### config.mk
export PLATFORM = sky130hd
export DESIGN_NAME = sensor_irq_ctrl
export DESIGN_NICKNAME = d
export VERILOG_FILES = /design/src/rtl/sir_pkg.sv /design/src/rtl/sir_persist.sv /design/src/rtl/sir_light_chan.sv /design/src/rtl/sir_prox_chan.sv /design/src/rtl/sensor_irq_ctrl.sv
export SDC_FILE = /design/constraint.sdc
export NUM_CORES = 1
export LEC_CHECK = 0
export ABC_AREA = 1
export ABC_CLOCK_PERIOD_IN_PS = 2600
export BUFFER_PORTS_ARGS = -buffer_cell sky130_fd_sc_hd__buf_2
export CORE_MARGIN = 2
export CORE_UTILIZATION = 40
export DETAILED_ROUTE_END_ITERATION = 8
export PLACE_DENSITY = 0.68
export SLEW_MARGIN = 20
export SYNTH_ARGS = -nofsm -noshare
export SYNTH_HDL_FRONTEND = slang
export SYNTH_SLANG_ARGS = --single-unit
### constraint.sdc
create_clock -name clk -period 2.6 [get_ports clk]
set_input_delay 0.52 -clock clk [delete_from_list [all_inputs] [get_ports clk]]
set_output_delay 0.52 -clock clk [all_outputs]
set_load 0.02 [all_outputs]
### src/rtl/sir_pkg.sv
// Shared constants and helpers for the sensor interrupt controller.
// Assumes run-length codes are 2 bits wide, with the longest run set by PERSIST_MAX.
package sir_pkg;
    localparam int PERSIST_MAX = 16;
    localparam int PCNT_W      = $clog2(PERSIST_MAX + 1);
    localparam int LT_W        = 12;
    localparam int PX_W        = 8;
    localparam int REG_W       = 8;

    // Map a run-length code to the number of consecutive results it needs.
    function automatic logic [PCNT_W-1:0] persist_len(input logic [1:0] code);
        logic [PCNT_W-1:0] len;
        case (code)
            2'd0:    len = PCNT_W'(1);
            2'd1:    len = PCNT_W'(4);
            2'd2:    len = PCNT_W'(8);
            default: len = PCNT_W'(PERSIST_MAX);
        endcase
        return len;
    endfunction
endpackage

### src/rtl/sir_persist.sv
// Consecutive-result filter. It counts strobed samples that meet a condition,
// saturates at the needed length and restarts on a failing sample or on request.
// Assumes need is at least 1. hit is combinational for the current sample.
module sir_persist #(
    parameter int W = sir_pkg::PCNT_W
) (
    input  logic         clk,
    input  logic         rst_n,
    input  logic         sample,
    input  logic         qualify,
    input  logic         restart,
    input  logic [W-1:0] need,
    output logic         hit
);
    logic [W-1:0] cnt;
    logic [W:0]   run_len;

    // Length the run would reach if this sample qualifies.
    always_comb begin
        run_len = {1'b0, cnt} + {{W{1'b0}}, 1'b1};
        hit     = sample && qualify && (run_len >= {1'b0, need});
    end

    // Run counter: restart, reset on a failing sample, else count up and saturate.
    always_ff @(posedge clk) begin
        if (!rst_n) begin
            cnt <= '0;
        end else if (restart) begin
            cnt <= '0;
        end else if (sample) begin
            if (!qualify)
                cnt <= '0;
            else if (cnt < need)
                cnt <= run_len[W-1:0];
        end
    end
endmodule

### src/rtl/sir_light_chan.sv
// Light channel: rebuilds the 12-bit window limits from three register bytes,
// tests each strobed result against the window, and holds a sticky flag that
// only the host can clear. An event from a result takes priority over a host clear.
module sir_light_chan
    import sir_pkg::*;
(
    input  logic             clk,
    input  logic             rst_n,
    input  logic             valid,
    input  logic [LT_W-1:0]  result,
    input  logic [REG_W-1:0] low_byte,
    input  logic [REG_W-1:0] mid_byte,
    input  logic [REG_W-1:0] high_byte,
    input  logic [1:0]       persist,
    input  logic             host_clr,
    output logic             flag
);
    logic [LT_W-1:0] lim_lo;
    logic [LT_W-1:0] lim_hi;
    logic            outside;
    logic            hit;

    // Assemble the limits and evaluate the window test.
    always_comb begin
        lim_lo  = {mid_byte[3:0], low_byte};
        lim_hi  = {high_byte, mid_byte[7:4]};
        outside = (result <= lim_lo) || (result >= lim_hi);
    end

    sir_persist #(.W(PCNT_W)) u_run (
        .clk     (clk),
        .rst_n   (rst_n),
        .sample  (valid),
        .qualify (outside),
        .restart (1'b0),
        .need    (persist_len(persist)),
        .hit     (hit)
    );

    // Sticky flag: set by a full run, cleared only by the host.
    always_ff @(posedge clk) begin
        if (!rst_n)
            flag <= 1'b0;
        else if (hit)
            flag <= 1'b1;
        else if (host_clr)
            flag <= 1'b0;
    end
endmodule

### src/rtl/sir_prox_chan.sv
// Proximity channel with hysteresis. While the flag is clear it counts results
// at or above the high threshold; while set it counts results at or below the
// low threshold. A full run toggles the flag. The run restarts when the flag changes.
module sir_prox_chan
    import sir_pkg::*;
(
    input  logic            clk,
    input  logic            rst_n,
    input  logic            valid,
    input  logic [PX_W-1:0] result,
    input  logic [PX_W-1:0] thr_low,
    input  logic [PX_W-1:0] thr_high,
    input  logic [1:0]      persist,
    input  logic            host_clr,
    output logic            flag
);
    logic qual;
    logic hit;
    logic flag_nxt;

    // Pick the condition that applies in the current flag state.
    always_comb begin
        qual = flag ? (result <= thr_low) : (result >= thr_high);
    end

    // Next flag value: a completed run wins over a host clear.
    always_comb begin
        if (hit)
            flag_nxt = !flag;
        else if (host_clr)
            flag_nxt = 1'b0;
        else
            flag_nxt = flag;
    end

    sir_persist #(.W(PCNT_W)) u_run (
        .clk     (clk),
        .rst_n   (rst_n),
        .sample  (valid),
        .qualify (qual),
        .restart (flag_nxt != flag),
        .need    (persist_len(persist)),
        .hit     (hit)
    );

    // Flag register.
    always_ff @(posedge clk) begin
        if (!rst_n)
            flag <= 1'b0;
        else
            flag <= flag_nxt;
    end
endmodule

### src/rtl/sensor_irq_ctrl.sv
// Top of the sensor interrupt controller. It holds one light and one proximity
// channel and merges their flags into an active-low request with OR or AND.
// Assumes the register fields are static around strobes, and that a host write
// strobe covers only the flag register.
module sensor_irq_ctrl
    import sir_pkg::*;
(
    input  logic             clk,
    input  logic             rst_n,
    input  logic             lt_valid,
    input  logic [LT_W-1:0]  lt_result,
    input  logic             px_valid,
    input  logic [PX_W-1:0]  px_result,
    input  logic [REG_W-1:0] lt_low_byte,
    input  logic [REG_W-1:0] lt_mid_byte,
    input  logic [REG_W-1:0] lt_high_byte,
    input  logic [PX_W-1:0]  px_low,
    input  logic [PX_W-1:0]  px_high,
    input  logic [1:0]       lt_persist,
    input  logic [1:0]       px_persist,
    input  logic             combine_and,
    input  logic             host_wr,
    input  logic             host_lt_bit,
    input  logic             host_px_bit,
    output logic             lt_flag,
    output logic             px_flag,
    output logic             irq_n
);
    logic lt_clr;
    logic px_clr;

    // Decode the host clears: writing 0 to a flag bit clears that flag.
    always_comb begin
        lt_clr = host_wr && !host_lt_bit;
        px_clr = host_wr && !host_px_bit;
    end

    sir_light_chan u_light (
        .clk       (clk),
        .rst_n     (rst_n),
        .valid     (lt_valid),
        .result    (lt_result),
        .low_byte  (lt_low_byte),
        .mid_byte  (lt_mid_byte),
        .high_byte (lt_high_byte),
        .persist   (lt_persist),
        .host_clr  (lt_clr),
        .flag      (lt_flag)
    );

    sir_prox_chan u_prox (
        .clk      (clk),
        .rst_n    (rst_n),
        .valid    (px_valid),
        .result   (px_result),
        .thr_low  (px_low),
        .thr_high (px_high),
        .persist  (px_persist),
        .host_clr (px_clr),
        .flag     (px_flag)
    );

    // Merge the flags into the active-low request.
    always_comb begin
        if (combine_and)
            irq_n = !(lt_flag && px_flag);
        else
            irq_n = !(lt_flag || px_flag);
    end
endmodule

Yosys cells after proc, flatten, opt, wreduce, memory -nomap -nowiden:

Cells that the tools add are included.

* output and inout port bits: 3
* word-level logic and storage cells: 54
* bits of input ports: 72
* register bits after elaboration: 12

* multiplexer cells: 12
* bitwise operators: 1
* equality and inequality tests: 7
* reduce and logical (&&, ||, !) cells: 20
* add/subtract/negate cells: 2
* order comparisons: 8

Operator list (count)
* $pmux 5 s3: 2
* $mux 5: 4
* $add 5x1->6 const B: 2
* $ge 12x12->1: 1
* $ge 6x5->1: 2
* $le 12x12->1: 1
* $lt 5x5->1: 2
* $ge 8x8->1: 1
* $le 8x8->1: 1
* $logic_and 1x1->1: 7
* $mux 1: 6
* $logic_not 1->1: 5
* $eq 2x1->1 const B: 2
* $eq 2x2->1 const B: 2
* $logic_not 2->1: 2
* $ne 2x1->1 const B: 2
* $reduce_and 2->1: 2
* $logic_or 1x1->1: 2
* $reduce_bool 2->1: 1
* $reduce_or 2->1: 1
* $ne 1x1->1: 1
* $not 1->1: 1

Longest topological paths before layout:

Gate-level depths: netlist of run 1.

* depth in word-level cells: 7
* gate-level depth with buffers: 16

Cells and area by module:

From an unflattened synthesis of run 1, not the netlist that was laid out.

* cell total of the unflattened synthesis: 394
* area total of the unflattened synthesis: 2424.8 µm²

By module, submodules not included
* sir_persist: area an instance 554.3 µm², times used 2, sequential area each 100.1 µm², cells an instance 80
* sir_light_chan: area an instance 753.2 µm², times used 1, sequential area each 20.0 µm², cells an instance 132
* sir_prox_chan: area an instance 529.3 µm², times used 1, sequential area each 20.0 µm², cells an instance 93
* sensor_irq_ctrl: area an instance 33.8 µm², times used 1, sequential area each 0.0 µm², cells an instance 9

Worst setup path after synthesis of run 1:

Ideal clock, no wire load.

* path type: input-to-reg
* start: input lt_persist[0]
* end: register u_light.u_run.cnt[1]
* stages on the path: 13
* required time: 2487 ps
* library setup time: 113 ps
* buffers on the path: 0
* arrival: 1885 ps
* path slack: 602 ps
* cell sequence: inv_1 or2_2 ha_1 nand2_1 or3_1 inv_1 nor2_1 inv_1 o21ai_4 nand2_4 nand2_2 nand2_1 nor2_1

* word-level cells in the longest chain between the ends: 5
* elaborated cells on any way between the ends: 7

RTL lines
* start, declared: line sensor_irq_ctrl.sv:19 `input logic [1:0] lt_persist,`
* $eq 2x2->1, or another cell as far along: line sir_pkg.sv:13 `case (code)`
* $pmux 5 s3 *: line sir_pkg.sv:13
* $lt 5x5->1 *: line sir_persist.sv:33 `else if (cnt < need)`
* $ne 2x1->1 (no source line) *
* $reduce_and 2->1 (no source line) *
* end signal, assigned: line sir_persist.sv:34 `cnt <= run_len[W-1:0];`
* end, declared: line sir_persist.sv:15 `logic [W-1:0] cnt;`

Every way passes the cells marked *; elsewhere a longest branch is shown, timed or not.
A chain may end at the register's enable or synchronous reset.

Worst setup path in the final report of run 1:

Ends and elaborated chain as after synthesis.

==> out/results.txt, run 1 <==
Clk_lat worst skew -> 0.24 ns
Post-cts sizing count -> 0
Worst R2R Path Depth -> 10
DRC viols -> 0
Worst min-delay path category -> reg2reg
Initial antenna violation count -> 1
Die width -> 79.4 um
GPL Wtd Cong -> 0.801
Worst-case clock buffer depth -> 2
Wirelength per Cell -> 9.41 um
Drt total wl -> 4760 um
Tmin final -> 1.95 ns
R2r setup slk -> 0.67 ns
Top cells by count, synth -> inv_1, nand2_1, ha_1
Fmax -> 513 MHz
CP startpoint -> lt_persist[0]
Total Die Area -> 0.00630 mm^2
Post-route antenna net violation count -> 0
Io pins -> 75
Cts bufs inserted -> 3
Initial DRC count -> 32
Post-Syn Area -> 0.00227 mm^2
Predominant post-synthesis flop cell -> dfxtp_1
Port bufs -> 74
RR Endpoint -> u_prox.u_run.cnt[4]$_SDFFE_PP0P_
Cell with the most instances after synthesis -> inv_1
Reg2reg start -> u_prox.u_run.cnt[0]$_SDFFE_PP0P_
Worst setup endpoint -> u_light.u_run.cnt[1]$_SDFFE_PN0P_
Clock tree root buffer cell -> clkbuf_8
Gr usage total -> 16.3%
Final period util -> 75.0%
Async SR Flop Fraction -> 0%
Register area share after synthesis -> 10.6%
Pin count of the biggest net entering global routing -> 10
Synthesized area per cell -> 6.36 um^2
Worst-path fanout max -> 7
Worst Setup End Kind -> flip-flop
Req. time, crit path -> 2.74 ns
Post-CTS Setup Repair Bufs -> 0
Synth area leader -> ha_1
RSZ-0062 raised after global routing -> false
Global-route wire length before repair -> 8650 um
CP arrival -> 2.09 ns
Syn Inst Count -> 357
Final Hold Slack -> 0.518 ns
Share of layout cells above drive strength 1 -> 20.5%
Synth Register Bits -> 12
Dpl ws -> 0.396 ns
Fin. Hold Viols -> 0
Post-synth EDFFs -> 0
IR drop worst, VDD -> 193 uV
Fin worst setup slack -> 0.649 ns
CTS Hold Bufs -> 0
Final setup viols -> 0
Drt pass-1 iters -> 4
Antenna diode count -> 0
Initial Util -> 41.3%
Mapped Nets -> 487
CP startpoint kind -> input port
Vias in the first global route -> 2243
Vias per cell -> 4.63
CTS tree -> built
Number of cell rows -> 27
Slew at the pin closest to its max-slew limit -> 0.244 ns
DP Wirelength -> 4370 um
Max-cap violations -> 0
Leak -> 1.72 nW
Fin nets -> 565
Max_slew headroom -> 83.7%
Max-slew violations -> 0
Core region area -> 0.00551 mm^2
Kind of critical path -> in2reg
Reg clk slew, reported paths -> 0.05 ns
Setup TNS -> 0 ns
Vias -> 2343
Die H -> 79.4 um
Clock sinks -> 12
Synth top area cells -> ha_1, inv_1, nand2_1, dfxtp_1, a21oi_1
Setup Skew -> 0.00116 ns
Netlist cell types -> 30
Synth top area share -> 31.9%
CTS H-tree lvls -> 1
Synth Warn # -> 0
Status -> complete, no violations
Area delta synth->final -> 22.5%
Power Density -> 341 mW/mm^2
Grt total ovfl -> 0
[cell families after synthesis]
logic type	share of synthesized area [%]
simple gates	28.0
flops	10.6
compound gates	11.6
fa+ha+maj	31.9
buf+inv	15.6
xor+xnor	2.31
[area by class of cell]
class / count / area, um^2
flip-flops and latches: 12 / 240
repair buffers: 74 / 370
clock buffers: 4 / 55.1
well taps: 72 / 90.1
inverters: 93 / 349
multi-input cells: 251 / 1680
fillers: 594 / 2720
[power breakdown]
group / internal (mW) / switching (mW) / total, mW
Clock: 0.134 / 0.0701 / 0.204
Sequential: 0.209 / 0.0307 / 0.240
Combinational: 0.218 / 0.287 / 0.505
Total: 0.561 / 0.387 / 0.949
[flip-flops by register name, indices dropped and copies added, names as in the netlist]
signal             cells
u_prox.flag            1
u_prox.u_run.cnt       5
u_light.flag           1
u_light.u_run.cnt      5
[cell usage in the layout, fill, tap and decap left out, types with 2 or more instances in the layout]
cell,Yosys,routed
a21oi_1,25,25
a31oi_1,2,2
buf_2,1,74
clkbuf_8,0,4
dfxtp_1,12,12
ha_1,58,58
inv_1,93,93
nand2_1,83,83
nand2_4,2,2
nand3_1,14,14
nand4_1,8,8
nor2_1,24,24
nor3_1,2,2
o21a_1,2,2
o21ai_0,9,9
or2_2,2,2
xor2_1,6,6
[worst max-delay path, stage by stage]
cell and delay [ns]:
buf_2 0.10, inv_1 0.05, or2_2 0.28, ha_1 0.30, nand2_1 0.05, or3_1 0.30
inv_1 0.06, nor2_1 0.05, inv_1 0.09, o21ai_4 0.10, nand2_4 0.08, nand2_2 0.04
nand2_1 0.05, nor2_1 0.04
[routing by layer]
| layer | global-route usage, % | vias up | wire (um) |
|---|---|---|---|
| met2 | 30.0 | 55 | 2250 |
| met3 | 2.38 | 6 | 280 |
| li1 | - | 1281 | - |
| met5 | 0 | - | 11 |
| met4 | 4.31 | 2 | 38 |
| met1 | 19.8 | 999 | 2180 |
[stage by stage]
| step | cells | total power, mW | utilization [%] | area, um^2 |
|---|---|---|---|---|
| floorplan | 357 | 0.603 | - | 2270 |
| global placement | 502 | 0.740 | 49.5 | 2730 |
| detailed placement | 502 | 0.752 | 49.5 | 2730 |
| CTS | 506 | 0.966 | 50.5 | 2780 |
| global route | 506 | 1.07 | 50.5 | 2780 |
| finish | 506 | 0.949 | 50.5 | 2780 |
[how the worst min path moves through the flow]
stage	startpoint	end	slack [ns]	depth (start not counted)
detailed placement	u_prox.u_run.cnt[4]$_SDFFE_PP0P_	u_prox.u_run.cnt[4]$_SDFFE_PP0P_	0.51	2
CTS	u_prox.u_run.cnt[4]$_SDFFE_PP0P_	u_prox.u_run.cnt[4]$_SDFFE_PP0P_	0.52	2
global route	u_prox.u_run.cnt[4]$_SDFFE_PP0P_	u_prox.u_run.cnt[4]$_SDFFE_PP0P_	0.54	2
global placement	u_prox.u_run.cnt[4]$_SDFFE_PP0P_	u_prox.u_run.cnt[4]$_SDFFE_PP0P_	0.49	2
floorplan	u_prox.u_run.cnt[4]$_SDFFE_PP0P_	u_prox.u_run.cnt[4]$_SDFFE_PP0P_	0.46	2
finish	u_light.flag$_SDFFE_PN0P_	u_light.flag$_SDFFE_PN0P_	0.52	2
No activity file was read; power rests on OpenSTA's default activity.
==> run 2, diff against run 1 <==
Settings changed: ABC_CLOCK_PERIOD_IN_PS 2600 to 1850.
Clock period 2.6 ns to 1.85 ns, I/O delays scaled along.
==> run 2 against run 1 <==
Non-clock buffer count grew 17. Worst hold slack lost 0.12 ns. Utilization grew 4.7 points. Highest routed layer unchanged. Total power grew 52%. Largest power group unchanged. Setup slack lost 0.58 ns. Sequential power grew 45%.
==> out/results.txt, run 2 (synthesis results as in run 1) <==
Sw Ratio -> 41.1%
Vias per cell -> 4.61
Dpl ws -> -0.208 ns
Fin worst setup slack -> 0.0676 ns
Status -> complete, no violations
Kind of critical path -> reg2reg
Post-Place Cells -> 516
Clk_lat worst skew -> 0.24 ns
Share of layout cells above drive strength 1 -> 29.5%
Fmax -> 561 MHz
Io pins -> 75
Req. time, crit path -> 1.98 ns
GPL Wtd Cong -> 0.839
Die H -> 79.4 um
Vias in the first global route -> 2248
Max-cap violations -> 0
Drt pass-1 iters -> 4
Power Density -> 474 mW/mm^2
Clock Power Share -> 19.8%
Die width -> 79.4 um
Clock sinks -> 12
Worst Setup End Kind -> flip-flop
Initial Util -> 41.3%
DP Wirelength -> 4560 um
PnR Total Power -> 1.44 mW
Port bufs -> 74
Cts bufs inserted -> 3
Reg clk slew, reported paths -> 0.05 ns
Gate power share -> 56.0%
Switch Pwr -> 0.591 mW
Clock tree root buffer cell -> clkbuf_8
Max-slew violations -> 0
Initial antenna violation count -> 1
Slew at the pin closest to its max-slew limit -> 0.265 ns
Total Die Area -> 0.00630 mm^2
Commonest non-fill, non-tap cell in the layout -> inv_1
Setup Skew -> 0.00248 ns
Initial DRC count -> 44
Vias -> 2409
Worst-path fanout max -> 5
Antenna diode count -> 0
CTS tree -> built
Drt total wl -> 5240 um
Post-route antenna net violation count -> 0
Core region area -> 0.00551 mm^2
Top Registers -> u_light.u_run.cnt: 5 flops, u_prox.u_run.cnt: 5 flops
Non-filler instance count after layout -> 523
Leak -> 1.81 nW
Global-route wire length before repair -> 8670 um
DRC viols -> 0
Pin count of the biggest net entering global routing -> 10
CTS H-tree lvls -> 1
Sequential power share -> 24.2%
Final setup viols -> 0
Fin. Hold Viols -> 0
Gr usage total -> 16.5%
Worst min-delay path category -> in2reg
CP startpoint kind -> flip-flop
Grt total ovfl -> 0
Worst-case clock buffer depth -> 2
Tmin final -> 1.78 ns
Wirelength per Cell -> 10.0 um
Number of cell rows -> 27
Area delta synth->final -> 33.8%
Util after Layout -> 55.2%
Final period util -> 96.3%
Max_slew headroom -> 82.3%
Fin nets -> 582
IR drop worst, VDD -> 275 uV
RSZ-0062 raised after global routing -> true
CP arrival -> 1.91 ns
Internal -> 0.849 mW
Most frequent cells in the layout -> inv_1, nand2_1, buf_2, ha_1, nor2_1
## run 2: final cells by class
| class | instances | area, um^2 |
|---|---|---|
| Clock buffer | 4 | 55.1 |
| Fill cell | 546 | 2470 |
| Inverter | 93 | 349 |
| Multi-Input combinational cell | 251 | 1790 |
| Sequential cell | 12 | 254 |
| Tap cell | 72 | 90.1 |
| Timing Repair Buffer | 91 | 498 |
## run 2: path summary, 6_finish.rpt
kind / startpoint / end / slack, ns / depth (start not counted)
setup / recovery: u_prox.u_run.cnt[1]$_SDFFE_PP0P_ / u_prox.u_run.cnt[1]$_SDFFE_PP0P_ / 0.07 / 10
hold / removal: rst_n / u_light.u_run.cnt[2]$_SDFFE_PN0P_ / 0.39 / 3
setup reg to reg: u_prox.u_run.cnt[1]$_SDFFE_PP0P_ / u_prox.u_run.cnt[1]$_SDFFE_PP0P_ / 0.07 / 10
hold reg to reg: u_prox.u_run.cnt[4]$_SDFFE_PP0P_ / u_prox.u_run.cnt[4]$_SDFFE_PP0P_ / 0.50 / 2
## run 2: power groups by stage
stage               clock network (mW)  registers, mW  logic, mW
finish                           0.285          0.348      0.807
global placement                     0          0.336      0.737
detailed placement                   0          0.334      0.761
floorplan                            0          0.336      0.512
CTS                              0.292          0.331      0.764
global route                     0.307          0.354      0.931
## run 2: per-stage QoR
step | TNS [ns] | area [um^2] | hold slack [ns]
3_3_place_gp | -1.30 | 2830 | 0.475
6_report | 0 | 3040 | 0.394
4_1_cts | 0 | 2890 | 0.402
3_5_place_dp | -1.80 | 2830 | 0.495
2_1_floorplan | 0 | 2270 | 0.463
5_1_grt | -0.191 | 3040 | 0.405
## run 2: routing by layer
| metal | share of wire, % | vias to the layer above | global-route usage (%) | routed length [um] |
|---|---|---|---|---|
| met1 | 45 | 1032 | 19.3 | 2360 |
| met3 | 5.1 | 9 | 2.04 | 266 |
| met4 | 1.4 | 2 | 4.83 | 75 |
| met2 | 48 | 53 | 31.1 | 2530 |
| met5 | 0.21 | - | 0 | 11 |
| li1 | - | 1313 | - | - |
## run 2: timing repair
item,CTS,global route
pin swaps,0,12
endpoints found under the setup margin,5,12
setup buffers,0,3
hold buffers,0,0
gates resized for setup,1,34
## run 2: critical path, cell delays in order, from the launching register on
cell      delay (ns)
dfxtp_4         0.36
ha_4            0.17
xor2_2          0.15
ha_1            0.27
a21oi_1         0.06
o21bai_1        0.13
nand2_1         0.09
a21boi_2        0.16
nand2_1         0.09
nand2_2         0.13
a21oi_1         0.05
